**config.mk**
```make
export PLATFORM = sky130hd
export DESIGN_NAME = cell_demux_router
export DESIGN_NICKNAME = d
export VERILOG_FILES = /design/src/rtl/cdr_pkg.sv /design/src/rtl/cdr_route_decode.sv /design/src/rtl/cdr_queue_ptr.sv /design/src/rtl/cdr_cell_tracker.sv /design/src/rtl/cell_demux_router.sv
export SDC_FILE = /design/constraint.sdc
export NUM_CORES = 1
export LEC_CHECK = 0
export BUFFER_PORTS_ARGS = -buffer_cell sky130_fd_sc_hd__buf_2
export CAP_MARGIN = 20
export CORE_MARGIN = 4
export CORE_UTILIZATION = 40
export CTS_BUF_LIST = sky130_fd_sc_hd__clkbuf_8 sky130_fd_sc_hd__clkbuf_16
export CTS_CLUSTER_DIAMETER = 200
export DETAILED_ROUTE_END_ITERATION = 6
export GPL_ROUTABILITY_DRIVEN = 0
export SETUP_SLACK_MARGIN = 0.4
export SYNTH_ARGS = -nofsm -noshare
export SYNTH_HDL_FRONTEND = slang
export SYNTH_SLANG_ARGS = --single-unit
export TNS_END_PERCENT = 1
```
**constraint.sdc**
```tcl
create_clock -name clk -period 3.8 [get_ports clk]
set_input_delay 0 -clock clk [delete_from_list [all_inputs] [get_ports clk]]
set_output_delay 0 -clock clk [all_outputs]
set_load 0.005 [all_outputs]
```
**src/rtl/cdr_pkg.sv**
```systemverilog
package cdr_pkg;

  typedef enum logic {
    ROUTE_ADDR_LINES = 1'b0,
    ROUTE_DATA_WORD  = 1'b1
  } route_src_e;

  function automatic logic [1:0] bytes_per_word(input logic wide);
    return wide ? 2'd2 : 2'd1;
  endfunction

endpackage

```
**src/rtl/cdr_route_decode.sv**
```systemverilog
module cdr_route_decode #(
  parameter int NQ     = 4,
  parameter int ADDR_W = 5,
  localparam int SEL_W = $clog2(NQ),
  localparam int ID_W  = ADDR_W - SEL_W
) (
  input  logic              mcast,
  input  logic [ID_W-1:0]   chip_id,
  input  logic [ADDR_W-1:0] code,
  output logic [NQ-1:0]     mask
);

  always_comb begin
    mask = '0;
    if (mcast) begin
      mask = code[NQ-1:0];
    end else if (code[ADDR_W-1:SEL_W] == chip_id) begin
      mask[code[SEL_W-1:0]] = 1'b1;
    end
  end

endmodule

```
**src/rtl/cdr_queue_ptr.sv**
```systemverilog
module cdr_queue_ptr #(
  parameter int DEPTH = 128,
  parameter int PTR_W = 8,
  parameter int LEN_W = 8
) (
  input  logic             clk,
  input  logic             rst,
  input  logic             reserve,
  input  logic             write,
  input  logic [1:0]       step,
  input  logic [LEN_W-1:0] cell_bytes,
  input  logic [PTR_W-1:0] rd_ptr,
  output logic [PTR_W-1:0] wr_ptr,
  output logic             room_ok
);

  logic [PTR_W-1:0] res_ptr;
  logic [PTR_W-1:0] fill;
  logic [PTR_W:0]   free_bytes;

  always_ff @(posedge clk) begin
    if (rst) begin
      wr_ptr  <= '0;
      res_ptr <= '0;
    end else begin
      if (reserve) res_ptr <= res_ptr + PTR_W'(cell_bytes);
      if (write)   wr_ptr  <= wr_ptr + PTR_W'(step);
    end
  end

  assign fill       = res_ptr - rd_ptr;
  assign free_bytes = (PTR_W+1)'(DEPTH) - {1'b0, fill};
  assign room_ok    = free_bytes >= (PTR_W+1)'(cell_bytes);

endmodule

```
**src/rtl/cdr_cell_tracker.sv**
```systemverilog
module cdr_cell_tracker #(
  parameter int LEN_W = 8
) (
  input  logic             clk,
  input  logic             rst,
  input  logic             in_en,
  input  logic             in_soc,
  input  logic [1:0]       step,
  input  logic [LEN_W-1:0] cell_bytes,
  output logic             accept,
  output logic             start
);

  logic             open_q;
  logic [LEN_W-1:0] pos_q;
  logic [LEN_W-1:0] pos_base;
  logic [LEN_W-1:0] pos_next;

  assign start    = in_en & in_soc & ~open_q;
  assign accept   = in_en & (in_soc | open_q);
  assign pos_base = start ? '0 : pos_q;
  assign pos_next = pos_base + LEN_W'(step);

  always_ff @(posedge clk) begin
    if (rst) begin
      open_q <= 1'b0;
      pos_q  <= '0;
    end else if (accept) begin
      if (pos_next >= cell_bytes) begin
        open_q <= 1'b0;
        pos_q  <= '0;
      end else begin
        open_q <= 1'b1;
        pos_q  <= pos_next;
      end
    end
  end

endmodule

```
**src/rtl/cell_demux_router.sv**
```systemverilog
module cell_demux_router #(
  parameter int NQ     = 4,
  parameter int DEPTH  = 128,
  parameter int BYTE_W = 9,
  parameter int ADDR_W = 5,
  localparam int DATA_W = 2 * BYTE_W,
  localparam int PTR_W  = $clog2(DEPTH) + 1,
  localparam int LEN_W  = $clog2(DEPTH) + 1,
  localparam int ID_W   = ADDR_W - $clog2(NQ)
) (
  input  logic                clk,
  input  logic                rst,
  input  logic                cfg_wide,
  input  logic                cfg_mcast,
  input  logic                cfg_inband,
  input  logic [ID_W-1:0]     cfg_chip_id,
  input  logic [LEN_W-1:0]    cfg_cell_bytes,
  input  logic                in_en,
  input  logic                in_soc,
  input  logic [DATA_W-1:0]   in_data,
  input  logic [ADDR_W-1:0]   in_addr,
  output logic                in_clav,
  input  logic [NQ*PTR_W-1:0] q_rd_ptr,
  output logic [NQ-1:0]       q_wr_en,
  output logic [DATA_W-1:0]   q_wr_data,
  output logic [NQ*PTR_W-1:0] q_wr_addr
);
  import cdr_pkg::*;

  route_src_e        src_sel;
  logic [1:0]        step;
  logic [ADDR_W-1:0] route_code;
  logic [NQ-1:0]     start_mask;
  logic [NQ-1:0]     probe_mask;
  logic [NQ-1:0]     clav_target;
  logic [NQ-1:0]     dest_q;
  logic [NQ-1:0]     cur_mask;
  logic [NQ-1:0]     write_mask;
  logic [NQ-1:0]     reserve_mask;
  logic [NQ-1:0]     room;
  logic              accept;
  logic              start;
  logic              all_ok;
  logic [PTR_W-1:0]  wr_ptr_arr [NQ];
  logic [PTR_W-1:0]  addr_q     [NQ];

  assign src_sel    = route_src_e'(cfg_inband);
  assign step       = bytes_per_word(cfg_wide);
  assign route_code = (src_sel == ROUTE_DATA_WORD) ? in_data[ADDR_W-1:0] : in_addr;

  cdr_route_decode #(.NQ(NQ), .ADDR_W(ADDR_W)) u_dec_cell (
    .mcast   (cfg_mcast),
    .chip_id (cfg_chip_id),
    .code    (route_code),
    .mask    (start_mask)
  );

  cdr_route_decode #(.NQ(NQ), .ADDR_W(ADDR_W)) u_dec_probe (
    .mcast   (cfg_mcast),
    .chip_id (cfg_chip_id),
    .code    (in_addr),
    .mask    (probe_mask)
  );

  cdr_cell_tracker #(.LEN_W(LEN_W)) u_track (
    .clk        (clk),
    .rst        (rst),
    .in_en      (in_en),
    .in_soc     (in_soc),
    .step       (step),
    .cell_bytes (cfg_cell_bytes),
    .accept     (accept),
    .start      (start)
  );

  always_ff @(posedge clk) begin
    if (rst)        dest_q <= '0;
    else if (start) dest_q <= start_mask;
  end

  assign cur_mask     = start ? start_mask : dest_q;
  assign write_mask   = accept ? cur_mask : '0;
  assign reserve_mask = start ? start_mask : '0;
  assign clav_target  = (src_sel == ROUTE_DATA_WORD) ? {NQ{1'b1}} : probe_mask;
  assign all_ok       = &(room | ~clav_target);

  for (genvar q = 0; q < NQ; q++) begin : g_queue
    cdr_queue_ptr #(.DEPTH(DEPTH), .PTR_W(PTR_W), .LEN_W(LEN_W)) u_ptr (
      .clk        (clk),
      .rst        (rst),
      .reserve    (reserve_mask[q]),
      .write      (write_mask[q]),
      .step       (step),
      .cell_bytes (cfg_cell_bytes),
      .rd_ptr     (q_rd_ptr[q*PTR_W +: PTR_W]),
      .wr_ptr     (wr_ptr_arr[q]),
      .room_ok    (room[q])
    );

    always_ff @(posedge clk) begin
      if (rst)                addr_q[q] <= '0;
      else if (write_mask[q]) addr_q[q] <= wr_ptr_arr[q];
    end

    assign q_wr_addr[q*PTR_W +: PTR_W] = addr_q[q];
  end

  always_ff @(posedge clk) begin
    if (rst) begin
      in_clav   <= 1'b0;
      q_wr_en   <= '0;
      q_wr_data <= '0;
    end else begin
      in_clav <= all_ok;
      q_wr_en <= write_mask;
      if (accept) begin
        q_wr_data <= cfg_wide ? in_data : {{BYTE_W{1'b0}}, in_data[BYTE_W-1:0]};
      end
    end
  end

endmodule

```
==> reports/metrics.csv <==
stage,metric,value,unit
logic_synthesis,Mapped Avg Cell Area,8.65,sq um
timing,Fmax,295,MHz
global_routing,GRT overflow,0,
clocking,CTS tree,done,
pwr,pwr dens,349,nW/um^2
hold_path,Hold Path Sink,q_wr_data[9]$_SDFFE_PP0P_,
hold_path,WHS Path Cells,3,
global_routing,vias in the first global route,7893,
clocking,Clk Tree Root Cell,clkbuf_16,
drt,DR DRC count,0,
timing,RSZ-0062 raised after global routing,true,
setup_path,Crit. End Element,flip-flop,
die,Core Region,23400,sq um
die,die height,162,microns
clocking,TritonCTS Buffers,17,
logic_synthesis,dominant cells by area after synthesis,"dfxtp_1, ha_1, edfxtp_1",
place,number of port buffers,127,
logic_synthesis,sequential-to-total area share from yosys stat,31.1,%
die,Die ar.,26300,sq um
setup_path,CP arrival,3670,ps
pwr,Pleak,4.91,nW
global_routing,met1 usage,23.6,%
drt,Initial DRT Pass Iterations,5,
logic_synthesis,Synth area leader,dfxtp_1,
pwr,Net Sw Power,1.23,mW
timing,Slew @ Worst Pin,896,ps
hold_path,min-delay src,cfg_wide,
clocking,CTS sink cnt,132,
setup_path,reg2reg setup slack,410,ps
cells_and_area,Layout fillers,2356,
drt,"antenna viol nets, final",0,
timing,Post-Route Skew,13.0,ps
logic_synthesis,"Cell Area, Synth",9520,sq um
hold_path,HP Class,in2reg,
clocking,Clock transition at path regs,70,ps
setup_path,reg2reg end,in_clav$_SDFF_PP0_,
cells_and_area,Area Growth Syn to Fin,20.3,%
pwr,part of the power in registers,37.6,%
logic_synthesis,Yosys reg bits,132,
drt,via/cell ratio,5.17,
timing,min cycle time layout,3390,ps
setup_path,Crit Path Class,reg2reg,
cells_and_area,final-stage net count,1436,
clocking,clk buf depth,2,
timing,period utilization,89.1,%
global_routing,largest net degree at the start of global routing,75,
job,Max Cap Violations,0,
global_routing,GR peak layer,met2,
global_routing,first-pass GRT wire length,38.9,mm
pwr,Int Power,2.77,mW
die,Top Ports,128,
drt,routed wire length,23.7,mm
clocking,H-tree depth,4,
pwr,Max IR drop VDD,254,uV
clocking,worst skew pair latency,430,ps
setup_path,Critical R2R Launch,g_queue[2].u_ptr.res_ptr[0]$_SDFFE_PP0P_,
pwr,combinational share of power,20.0,%
timing,"Hold Vio Cnt, Final",0,
outcome,status,finished clean,
die,Initial Utilization,40.7,%
global_routing,initial antenna violation count,3,
timing,final setup violation count,0,
drt,DR vias,8136,
logic_synthesis,number of synthesized flops with an enable pin,32,
drt,detailed router's first-iteration violation count,448,
pwr,switch share,30.7,%
timing,max_slew headroom,40.0,%
logic_synthesis,syn nets,1296,
die,Die W,162,microns
cells_and_area,ratio of cells with drive above 1 in the final layout,18.0,%
logic_synthesis,fraction of registers with async set/reset,0,%
setup_path,Critical Path RT,4080,ps
timing,Fin Hold WS,59.1,ps
logic_synthesis,Most used DFF post-synth,dfxtp_1,
setup_path,Reg2Reg Depth,18,
global_routing,M3 GR Usage,3.30,%
logic_synthesis,synth unique cells,71,
timing,Fin Setup TNS,0,ps
logic_synthesis,YS warnings,0,
place,Detailed Place HPWL,17.4,mm
global_routing,met2 Use GR,29.7,%
timing,max-slew violation count,0,
pwr,clock power share,42.4,%
setup_path,crit path launch type,flip-flop,
logic_synthesis,most frequent cells after synthesis,"ha_1, dfxtp_1, a21oi_1",
die,FP Rows,56,
logic_synthesis,top cell type's share of synthesized area,21.0,%
global_routing,GRT Total Usage,18.0,%
drt,routed wire length per instance,15.1,microns
setup_path,Critical Path Fanout Max,4,
logic_synthesis,"count leader, synth",ha_1,
logic_synthesis,Mapped Cells,1100,
## state kept, by name, summed over array words and instances, names as in the netlist
| name | count |
|---|---|
| addr_q | 32 |
| dest_q | 4 |
| g_queue.u_ptr.res_ptr | 32 |
| g_queue.u_ptr.wr_ptr | 32 |
| in_clav | 1 |
| q_wr_data | 18 |
| q_wr_en | 4 |
| u_track.open_q | 1 |
| u_track.pos_q | 8 |
## area by class of cell
cell class                 instances  area, sq um  share of cell area [%]
multi-input combinational        847         6240                    54.5
timing repair buffer             157          911                    7.96
tap                              319          399                    3.49
antenna                            2         5.00                  0.0437
clock inverter                    15          181                    1.59
inverter                          85          319                    2.79
sequential                       132         2960                    25.9
clock buffer                      17          425                    3.72
## layout by cell type, fill, tap and decap left out, types with 12 or more instances in the layout
| master | n |
|---|---|
| buf_2 | 126 |
| ha_1 | 107 |
| dfxtp_1 | 99 |
| a21oi_1 | 88 |
| nor2_1 | 86 |
| inv_1 | 83 |
| nand2_1 | 80 |
| o21ai_0 | 52 |
| xnor2_1 | 39 |
| xor2_1 | 36 |
| and2_1 | 35 |
| edfxtp_1 | 32 |
| nand3_1 | 28 |
| nor3_1 | 27 |
| dlygate4sd3_1 | 19 |
| or3_1 | 18 |
| nor2b_1 | 17 |
| clkbuf_16 | 17 |
| a21o_1 | 14 |
| o21a_1 | 14 |
| mux2i_1 | 13 |
| nand4_1 | 12 |
| fa_1 | 12 |
| buf_4 | 12 |
## what timing repair did
action | CTS | global route
setup endpoints to repair | 1 | 6
resized for setup | 12 | 19
pin swaps | 4 | 6
endpoints found under the hold margin | 19 | 0
buffers inserted | 0 | 2
hold buffers | 19 | 0
## worst max path at each step
| stage | startpoint | endpoint | slack [ps] | cells past startpoint |
|---|---|---|---|---|
| 2_1_floorplan | g_queue[1].u_ptr.res_ptr[0]$_SDFFE_PP0P_ | in_clav$_SDFF_PP0_ | 580 | 14 |
| 3_3_place_gp | g_queue[1].u_ptr.res_ptr[0]$_SDFFE_PP0P_ | in_clav$_SDFF_PP0_ | 270 | 16 |
| 3_5_place_dp | g_queue[1].u_ptr.res_ptr[0]$_SDFFE_PP0P_ | in_clav$_SDFF_PP0_ | 200 | 16 |
| 4_1_cts | g_queue[1].u_ptr.res_ptr[0]$_SDFFE_PP0P_ | in_clav$_SDFF_PP0_ | 410 | 16 |
| 5_1_grt | g_queue[2].u_ptr.res_ptr[0]$_SDFFE_PP0P_ | in_clav$_SDFF_PP0_ | 250 | 18 |
| 6_report | g_queue[2].u_ptr.res_ptr[0]$_SDFFE_PP0P_ | in_clav$_SDFF_PP0_ | 410 | 18 |
## cells by family (layout without fill, tap and decap cells)
| kind of cell | count (synthesis) | count (layout) | synth area share [%] |
|---|---|---|---|
| simple gates | 388 | 388 | 21.4 |
| compound gates | 239 | 239 | 15.7 |
| flops | 132 | 132 | 31.1 |
| fa+ha+maj | 123 | 123 | 17.2 |
| buf+inv | 121 | 274 | 5.05 |
| xor+xnor | 78 | 78 | 7.18 |
| mux | 19 | 19 | 2.30 |
| other cells | 0 | 2 | 0 |
## worst max-delay path: stages (launching register included)
cell and delay (ps):
dfxtp_1 310, inv_1 70, ha_1 150, inv_1 50, fa_1 500, inv_1 50, ha_2 190, and4_1 210
o31a_1 110, a311oi_2 270, buf_4 170, xor2_1 150, ha_2 290, o21ai_0 140, a31oi_1 60, nor3_1 160
o211ai_1 100, o32ai_1 160, nor4_1 90
## through the flow
step	worst slack (ps)	cell area, sq um	instances	util [%]	power, mW
after detailed placement	201	10500	1519	44.7	2.29
after floorplan	581	9520	1100	-	2.06
after global routing	247	11400	1574	48.9	4.21
after CTS	407	11300	1570	48.4	4.01
after global placement	268	10500	1519	44.7	2.27
final	413	11400	1574	48.9	4.00
## power by group through the flow
stage | Combinational, mW | Sequential, mW | Clock, mW
after floorplan | 0.531 | 1.53 | 0
after global placement | 0.741 | 1.53 | 0
after detailed placement | 0.754 | 1.53 | 0
after CTS | 0.785 | 1.50 | 1.73
after global routing | 0.909 | 1.51 | 1.79
final | 0.801 | 1.50 | 1.69
## routing by layer
layer  vias to the layer above  part of all wire (%)
li1                       4200                     -
met1                      3757                    45
met2                       143                    48
met3                        34                   4.5
met4                         2                   2.1
met5                         -                 0.030
No activity file was read; power rests on OpenSTA's default activity.
